[src/rtl/shirq_pkg.sv]
package shirq_pkg;
  typedef logic [9:0] addr_t;

  localparam addr_t A_CFG   = 10'h000;
  localparam addr_t A_SWE   = 10'h001;
  localparam addr_t A_POL   = 10'h008;
  localparam addr_t A_TRIG  = 10'h010;
  localparam addr_t A_DUAL  = 10'h018;
  localparam addr_t A_MASK  = 10'h020;
  localparam addr_t A_SMASK = 10'h028;
  localparam addr_t A_RMASK = 10'h030;
  localparam addr_t A_PEND  = 10'h038;
  localparam addr_t A_ROUTE = 10'h100;
  localparam addr_t A_MAP   = 10'h200;

  localparam int unsigned SWE_SET_BIT = 31;
  localparam int unsigned MAP_VLD_BIT = 31;
endpackage

[src/rtl/shirq_cond.sv]
module shirq_cond #(
  parameter int unsigned NUM_IRQ = 32
) (
  input  logic               clk_i,
  input  logic               rst_ni,
  input  logic [NUM_IRQ-1:0] irq_i,
  input  logic [NUM_IRQ-1:0] pol_i,
  input  logic [NUM_IRQ-1:0] trig_i,
  input  logic [NUM_IRQ-1:0] dual_i,
  input  logic [NUM_IRQ-1:0] sw_set_i,
  input  logic [NUM_IRQ-1:0] sw_clr_i,
  output logic [NUM_IRQ-1:0] pend_o
);
  logic [NUM_IRQ-1:0] s1_q, s2_q, prev_q, edge_q;
  logic [NUM_IRQ-1:0] rise, fall, ev, edge_d;

  assign rise   = s2_q & ~prev_q;
  assign fall   = ~s2_q & prev_q;
  // dual-edge overrides polarity
  assign ev     = (dual_i & (rise | fall)) | (~dual_i & ~pol_i & rise) | (~dual_i & pol_i & fall);
  assign edge_d = trig_i & (ev | sw_set_i | (edge_q & ~sw_clr_i));
  assign pend_o = (trig_i & edge_q) | (~trig_i & (s2_q ^ pol_i));

  always_ff @(posedge clk_i or negedge rst_ni) begin
    if (!rst_ni) begin
      s1_q   <= '0;
      s2_q   <= '0;
      prev_q <= '0;
      edge_q <= '0;
    end else begin
      s1_q   <= irq_i;
      s2_q   <= s1_q;
      prev_q <= s2_q;
      edge_q <= edge_d;
    end
  end

  for (genvar i = 0; i < NUM_IRQ; i++) begin : g_chk
    p_level_clear_r5: assert property (@(posedge clk_i) disable iff (!rst_ni)
      !trig_i[i] |=> !edge_q[i]);
    p_sw_clear_r7: assert property (@(posedge clk_i) disable iff (!rst_ni)
      (trig_i[i] && sw_clr_i[i] && !ev[i] && !sw_set_i[i]) |=> !edge_q[i]);
    p_dual_both_r6: assert property (@(posedge clk_i) disable iff (!rst_ni)
      (trig_i[i] && dual_i[i] && (s2_q[i] != prev_q[i])) |=> edge_q[i]);
  end
endmodule

[src/rtl/shirq_regs.sv]
module shirq_regs
  import shirq_pkg::*;
#(
  parameter int unsigned NUM_IRQ  = 32,
  parameter int unsigned NUM_CORE = 4,
  parameter int unsigned PIN_W    = 6,
  parameter int unsigned CORE_W   = 2
) (
  input  logic                      clk_i,
  input  logic                      rst_ni,
  input  logic                      we_i,
  input  addr_t                     addr_i,
  input  logic [31:0]               wdata_i,
  output logic [31:0]               rdata_o,
  input  logic [NUM_IRQ-1:0]        pend_i,
  output logic [NUM_IRQ-1:0]        pol_o,
  output logic [NUM_IRQ-1:0]        trig_o,
  output logic [NUM_IRQ-1:0]        dual_o,
  output logic [NUM_IRQ-1:0]        mask_o,
  output logic [NUM_IRQ-1:0]        valid_o,
  output logic [NUM_IRQ*CORE_W-1:0] route_o,
  output logic [NUM_IRQ-1:0]        sw_set_o,
  output logic [NUM_IRQ-1:0]        sw_clr_o
);
  localparam int unsigned NW = (NUM_IRQ + 31) / 32;
  localparam int unsigned W0 = (NUM_IRQ < 32) ? NUM_IRQ : 32;

  logic [NUM_IRQ-1:0] pol_q, trig_q, dual_q, mask_q, valid_q;
  logic [CORE_W-1:0]  route_q [NUM_IRQ];
  logic [PIN_W-1:0]   pin_q   [NUM_IRQ];
  logic [NW*32-1:0]   pol_w, trig_w, dual_w, mask_w, pend_w;
  logic               sw_hit;

  assign sw_hit = we_i && (addr_i == A_SWE);

  always_ff @(posedge clk_i or negedge rst_ni) begin
    if (!rst_ni) begin
      pol_q   <= '0;
      trig_q  <= '0;
      dual_q  <= '0;
      mask_q  <= '0;
      valid_q <= '0;
      for (int i = 0; i < NUM_IRQ; i++) begin
        route_q[i] <= '0;
        pin_q[i]   <= '0;
      end
    end else if (we_i) begin
      for (int i = 0; i < NUM_IRQ; i++) begin
        if (addr_i == A_POL  + addr_t'(i / 32)) pol_q[i]  <= wdata_i[i % 32];
        if (addr_i == A_TRIG + addr_t'(i / 32)) trig_q[i] <= wdata_i[i % 32];
        if (addr_i == A_DUAL + addr_t'(i / 32)) dual_q[i] <= wdata_i[i % 32];
        if (addr_i == A_SMASK + addr_t'(i / 32) && wdata_i[i % 32]) mask_q[i] <= 1'b1;
        if (addr_i == A_RMASK + addr_t'(i / 32) && wdata_i[i % 32]) mask_q[i] <= 1'b0;
        if (addr_i == A_ROUTE + addr_t'(i)) route_q[i] <= wdata_i[CORE_W-1:0];
        if (addr_i == A_MAP + addr_t'(i)) begin
          valid_q[i] <= wdata_i[MAP_VLD_BIT];
          pin_q[i]   <= wdata_i[PIN_W-1:0];
        end
      end
    end
  end

  for (genvar i = 0; i < NUM_IRQ; i++) begin : g_out
    assign sw_set_o[i] = sw_hit &&  wdata_i[SWE_SET_BIT] && (wdata_i[7:0] == 8'(i));
    assign sw_clr_o[i] = sw_hit && !wdata_i[SWE_SET_BIT] && (wdata_i[7:0] == 8'(i));
    assign route_o[i*CORE_W +: CORE_W] = route_q[i];
  end

  assign pol_o   = pol_q;
  assign trig_o  = trig_q;
  assign dual_o  = dual_q;
  assign mask_o  = mask_q;
  assign valid_o = valid_q;

  always_comb begin
    pol_w  = '0; pol_w[NUM_IRQ-1:0]  = pol_q;
    trig_w = '0; trig_w[NUM_IRQ-1:0] = trig_q;
    dual_w = '0; dual_w[NUM_IRQ-1:0] = dual_q;
    mask_w = '0; mask_w[NUM_IRQ-1:0] = mask_q;
    pend_w = '0; pend_w[NUM_IRQ-1:0] = pend_i;
    rdata_o = '0;
    if (addr_i == A_CFG) begin
      rdata_o[7:0]  = 8'(NUM_IRQ / 8 - 1);
      rdata_o[15:8] = 8'(NUM_CORE - 1);
    end
    for (int w = 0; w < NW; w++) begin
      if (addr_i == A_POL  + addr_t'(w)) rdata_o = pol_w[w*32 +: 32];
      if (addr_i == A_TRIG + addr_t'(w)) rdata_o = trig_w[w*32 +: 32];
      if (addr_i == A_DUAL + addr_t'(w)) rdata_o = dual_w[w*32 +: 32];
      if (addr_i == A_MASK + addr_t'(w)) rdata_o = mask_w[w*32 +: 32];
      if (addr_i == A_PEND + addr_t'(w)) rdata_o = pend_w[w*32 +: 32];
    end
    for (int i = 0; i < NUM_IRQ; i++) begin
      if (addr_i == A_ROUTE + addr_t'(i)) rdata_o[CORE_W-1:0] = route_q[i];
      if (addr_i == A_MAP + addr_t'(i)) begin
        rdata_o[MAP_VLD_BIT] = valid_q[i];
        rdata_o[PIN_W-1:0]   = pin_q[i];
      end
    end
  end

  p_mask_set_r3: assert property (@(posedge clk_i) disable iff (!rst_ni)
    (we_i && addr_i == A_SMASK) |=>
      ((mask_q[W0-1:0] & $past(wdata_i[W0-1:0])) == $past(wdata_i[W0-1:0])));
  p_mask_clr_r3: assert property (@(posedge clk_i) disable iff (!rst_ni)
    (we_i && addr_i == A_RMASK) |=> ((mask_q[W0-1:0] & $past(wdata_i[W0-1:0])) == '0));
endmodule

[src/rtl/shirq_route.sv]
module shirq_route #(
  parameter int unsigned NUM_IRQ  = 32,
  parameter int unsigned NUM_CORE = 4,
  parameter int unsigned CORE_W   = 2
) (
  input  logic [NUM_IRQ-1:0]          pend_i,
  input  logic [NUM_IRQ-1:0]          mask_i,
  input  logic [NUM_IRQ-1:0]          valid_i,
  input  logic [NUM_IRQ*CORE_W-1:0]   route_i,
  output logic [NUM_CORE*NUM_IRQ-1:0] pend_vec_o,
  output logic [NUM_CORE-1:0]         core_irq_o
);
  logic [NUM_IRQ-1:0] live;
  assign live = pend_i & mask_i & valid_i;

  for (genvar c = 0; c < NUM_CORE; c++) begin : g_core
    for (genvar i = 0; i < NUM_IRQ; i++) begin : g_irq
      assign pend_vec_o[c*NUM_IRQ + i] = live[i] && (route_i[i*CORE_W +: CORE_W] == CORE_W'(c));
    end
    assign core_irq_o[c] = |pend_vec_o[c*NUM_IRQ +: NUM_IRQ];
  end
endmodule

[src/rtl/shirq_router.sv]
module shirq_router
  import shirq_pkg::*;
#(
  parameter int unsigned NUM_IRQ  = 32,
  parameter int unsigned NUM_CORE = 4,
  parameter int unsigned PIN_W    = 6
) (
  input  logic                        clk_i,
  input  logic                        rst_ni,
  input  logic                        bus_we_i,
  input  logic [9:0]                  bus_addr_i,
  input  logic [31:0]                 bus_wdata_i,
  output logic [31:0]                 bus_rdata_o,
  input  logic [NUM_IRQ-1:0]          irq_i,
  output logic [NUM_CORE*NUM_IRQ-1:0] pend_vec_o,
  output logic [NUM_CORE-1:0]         core_irq_o
);
  localparam int unsigned CORE_W = (NUM_CORE > 1) ? $clog2(NUM_CORE) : 1;

  logic [NUM_IRQ-1:0]        pol, trig, dual, mask, valid, sw_set, sw_clr, pend;
  logic [NUM_IRQ*CORE_W-1:0] route;

  shirq_regs #(.NUM_IRQ(NUM_IRQ), .NUM_CORE(NUM_CORE), .PIN_W(PIN_W), .CORE_W(CORE_W)) u_regs (
    .clk_i, .rst_ni, .we_i(bus_we_i), .addr_i(bus_addr_i), .wdata_i(bus_wdata_i),
    .rdata_o(bus_rdata_o), .pend_i(pend), .pol_o(pol), .trig_o(trig), .dual_o(dual),
    .mask_o(mask), .valid_o(valid), .route_o(route), .sw_set_o(sw_set), .sw_clr_o(sw_clr)
  );

  shirq_cond #(.NUM_IRQ(NUM_IRQ)) u_cond (
    .clk_i, .rst_ni, .irq_i, .pol_i(pol), .trig_i(trig), .dual_i(dual),
    .sw_set_i(sw_set), .sw_clr_i(sw_clr), .pend_o(pend)
  );

  shirq_route #(.NUM_IRQ(NUM_IRQ), .NUM_CORE(NUM_CORE), .CORE_W(CORE_W)) u_route (
    .pend_i(pend), .mask_i(mask), .valid_i(valid), .route_i(route),
    .pend_vec_o, .core_irq_o
  );

  for (genvar i = 0; i < NUM_IRQ; i++) begin : g_chk
    p_route_hit_r8: assert property (@(posedge clk_i) disable iff (!rst_ni)
      (pend[i] && mask[i] && valid[i] && (32'(route[i*CORE_W +: CORE_W]) < NUM_CORE))
        |-> core_irq_o[route[i*CORE_W +: CORE_W]]);
    p_masked_quiet_r3: assert property (@(posedge clk_i) disable iff (!rst_ni)
      !(mask[i] && valid[i]) |-> !core_irq_o[0] || (|(pend_vec_o[NUM_IRQ-1:0] & ~(1 << i))) ||
        !pend_vec_o[i]);
  end
endmodule

[config.mk]
export PLATFORM = sky130hd
export DESIGN_NAME = shirq_router
export DESIGN_NICKNAME = d
export VERILOG_FILES = /design/src/rtl/shirq_pkg.sv /design/src/rtl/shirq_cond.sv /design/src/rtl/shirq_regs.sv /design/src/rtl/shirq_route.sv /design/src/rtl/shirq_router.sv
export SDC_FILE = /design/constraint.sdc
export NUM_CORES = 1
export LEC_CHECK = 0
export BUFFER_PORTS_ARGS = -buffer_cell sky130_fd_sc_hd__buf_2
export CORE_AREA = 2 2 173 344
export CTS_CLUSTER_SIZE = 25
export DETAILED_ROUTE_END_ITERATION = 12
export DIE_AREA = 0 0 175 346
export MAX_ROUTING_LAYER = met4
export PLACE_DENSITY = 0.73
export SLEW_MARGIN = 40
export SYNTH_ARGS = -nofsm -noshare
export SYNTH_HDL_FRONTEND = slang
export SYNTH_SLANG_ARGS = --single-unit
[constraint.sdc]
create_clock -name clk_i -period 5.91 [get_ports clk_i]
set_input_delay 1.773 -clock clk_i [delete_from_list [all_inputs] [get_ports clk_i]]
set_output_delay 1.773 -clock clk_i [all_outputs]
set_load 0.02 [all_outputs]
==> impl_metrics.tcl <==
set metrics [dict create \
    viasPerCell 6.51 \
    ys_seq_area_frac 0.475 \
    critPathRequiredTime_ns 4.14 \
    rsz0062_at_grt "true" \
    die_x_um 175 \
    synth_top_area_cell "dfrtp_1" \
    multi_input_area_mm2 0.0147 \
    final.period_utilization 1.06 \
    netlist_area_mm2 0.0286 \
    critPathLaunchType "input pin" \
    drtIter0Drc 2745 \
    port_buffers 240 \
    hold_viol_final 0 \
    yosysTopAreaCellShare 0.475 \
    numCtsBuffers 49 \
    crit_arrival_ns 4.47 \
    drv_cap 0 \
    leakagePower_uw 0.0181 \
    synth-seq-cells 544 \
    fin_util 0.628 \
    ir_drop_v 0.000286 \
    relSlewSlack 0.331 \
    drive_gt1_frac 0.377 \
    ios 241 \
    async_flop_share 1.00 \
    initial_core_util 0.494 \
    grt_max_degree 132 \
    synth_cell_types 91 \
    grt_pass1_vias 27100 \
    register_area_mm2 0.0136 \
    die_area_mm2 0.0606 \
    num-nets-final 3436 \
    clkTransAtPathRegs_ns 0.07 \
    routed_wl_um 131000 \
    track_usage 0.441 \
    syn_inst 2729 \
    vias 26700 \
    dp_hpwl_um 100000 \
    ys_warn_count 0 \
    status "complete, but fails checks" \
    synth_edf_count 0 \
    cts_tree "yes" \
    hold_depth 0 \
    finalSetupViolCount 7 \
    synth_area_leaders "dfrtp_1 (48%), mux2_2 (15%), a21oi_1 (3.5%), nand2_1 (2.9%), ha_1 (2.8%)" \
    skew_ns 0.00649 \
    h-tree-depth 2 \
    violations "negative setup slack" \
    critPathCaptureType "output pin" \
    fillers 4820 \
    hp-class "reg -> reg" \
    hold_buffers 0 \
    setup_ws_ns -0.336 \
    overflow 0 \
    clock.fmax_mhz 160 \
    place.gp.congestion 1.10 \
    synth_ff_type "dfrtp_1" \
    ctsLongestPathBuffers 3 \
    grt_pass1_wl_um 187000 \
    clkLatencyLatePin_ns 0.63 \
    worstMarginPinSlew_ns 0.996 \
    cts_root_buffer "clkbuf_16" \
    pwr_density_cell_mw_per_mm2 223 \
    dr.pass1.iters 9 \
    r2r_cells 6 \
    pre_cts_ws_ns -0.788 \
    die_y_um 346 \
    ant_nets 0 \
    core-area_mm2 0.0580 \
    grt_antenna_before_repair 7 \
    syn_nets 2870 \
    cts.sinks 544 \
    num_rows 125 \
    cp_max_fo 11 \
    wl_per_cell_um 32.0 \
    post-route-drc-count 0 \
    syn_area_per_cell_um2 10.5 \
    min_period_ns 6.25 \
    area_growth_pct 27.1 \
    crit_type "in -> out" \
    final_max_slew_viol_count 0 \
]
sequential cells by signal, indices dropped and copies added (netlist names):
name	flops
u_regs.pin_q	192
u_regs.mask_o	32
u_regs.trig_o	32
u_cond.prev_q	32
u_cond.s2_q	32
u_cond.s1_q	32
u_regs.dual_o	32
u_cond.edge_q	32
u_regs.route_o	64
u_regs.valid_o	32
u_regs.pol_o	32
final timing paths:
path	slack (ns)	start	end
worst max-delay path	-0.34	bus_addr_i[7]	bus_rdata_o[1]
min in group asynchronous	0.98	rst_ni	u_cond.s1_q[7]
worst min-delay path	0.35	u_cond.s1_q[4]	u_cond.s2_q[4]
worst max register to register	4.29	u_cond.s2_q[4]	u_cond.edge_q[4]
max in group asynchronous	3.57	rst_ni	u_regs.pin_q[108]
worst min register to register	0.35	u_cond.s1_q[4]	u_cond.s2_q[4]
synth_stat cells (40+ instances only):
cell / instances
dfrtp_1: 544
mux2_2: 390
nand2_1: 221
a21oi_1: 201
nor2_1: 161
o21ai_0: 120
clkbuf_1: 104
inv_1: 77
ha_1: 64
nor2b_1: 62
nand3_1: 56
nor3_1: 54
and3_1: 51
nor4_1: 42
o22ai_1: 42
a22oi_1: 40
routing by layer:
layer / vias to the layer above / routed length, um / global-route usage
met5: - / 0 / -
met4: 0 / 14900 / 0.392
met3: 581 / 8930 / 0.0638
met2: 1493 / 63000 / 0.710
met1: 13400 / 44400 / 0.469
li1: 11200 / - / -
report_power, final:
group	internal [uW]	switching, uW
combinational	233	405
clock	2050	1550
sequential	3800	85.3
worst max-delay path: stages:
cell and delay (ns):
buf_8 0.10, or4b_4 0.58, buf_12 0.16, buf_16 0.14, nor2_1 0.10, buf_4 0.15, buf_4 0.22, a22oi_1 0.14
a221oi_2 0.30, o21ai_1 0.13, a21oi_1 0.23, nor4_2 0.10, a31oi_4 0.21, buf_6 0.15
what timing repair did:
item / in CTS / in global routing
gates resized for setup: 131 / 70
gates cloned: 1 / 1
setup buffers: 33 / 18
pin swaps: 55 / 21
endpoints found under the setup margin: 13 / 11
placed cells by master (no fill, tap or decap), drive strengths merged, types with 12 or more instances in the layout:
master and instances:
inv 81, mux2 390, o21ai 125, mux2i 17
o22ai 42, nor2 163, a222oi 27, and2 21
buf 670, nand3 56, or3 13, a221oi 14
clkbuf 68, nand2b 12, a31oi 13, nor3 62
and3 52, a21oi 201, o211ai 14, xnor2 24
nor4 44, ha 64, a21boi 33, nor2b 63
nand4 12, nand2 221, nor4b 13, dfrtp 544
a211oi 40, a22oi 40
per-stage QoR:
step / std cells / area [um2] / hold slack, ns / setup TNS [ns] / total power, uW
floorplan: 2729 / 28600 / 0.331 / 0 / 4160
global placement: 3958 / 33400 / 0.333 / -4.20 / 4510
detailed placement: 3958 / 33400 / 0.335 / -4.63 / 4540
CTS: 4078 / 36000 / 0.350 / -1.47 / 8130
global route: 4098 / 36400 / 0.354 / -2.07 / 8320
finish: 4098 / 36400 / 0.348 / -1.70 / 8130
cells by family (layout without fill, tap and decap cells):
| logic type | after synthesis | in the layout | synth area share |
|---|---|---|---|
| AO/OA/AOI/OAI | 651 | 651 | 0.148 |
| XOR/XNOR | 32 | 32 | 0.00978 |
| adder cells (fa/ha/maj) | 64 | 64 | 0.0280 |
| buffers and inverters | 234 | 838 | 0.0328 |
| flip-flops | 544 | 544 | 0.475 |
| multiplexers | 407 | 407 | 0.159 |
| other | 0 | 3 | 0 |
| AND/OR/NAND/NOR | 797 | 797 | 0.147 |
final cells by class:
type,count,share of cell area
inverters,78,0.00804
repair buffers,671,0.139
diodes,3,0.000206
clock inverters,22,0.0109
well taps,762,0.0262
flip-flops and latches,544,0.374
clock buffers,67,0.0380
multi-input cells,1951,0.404
(Power assumes the default switching activity.)
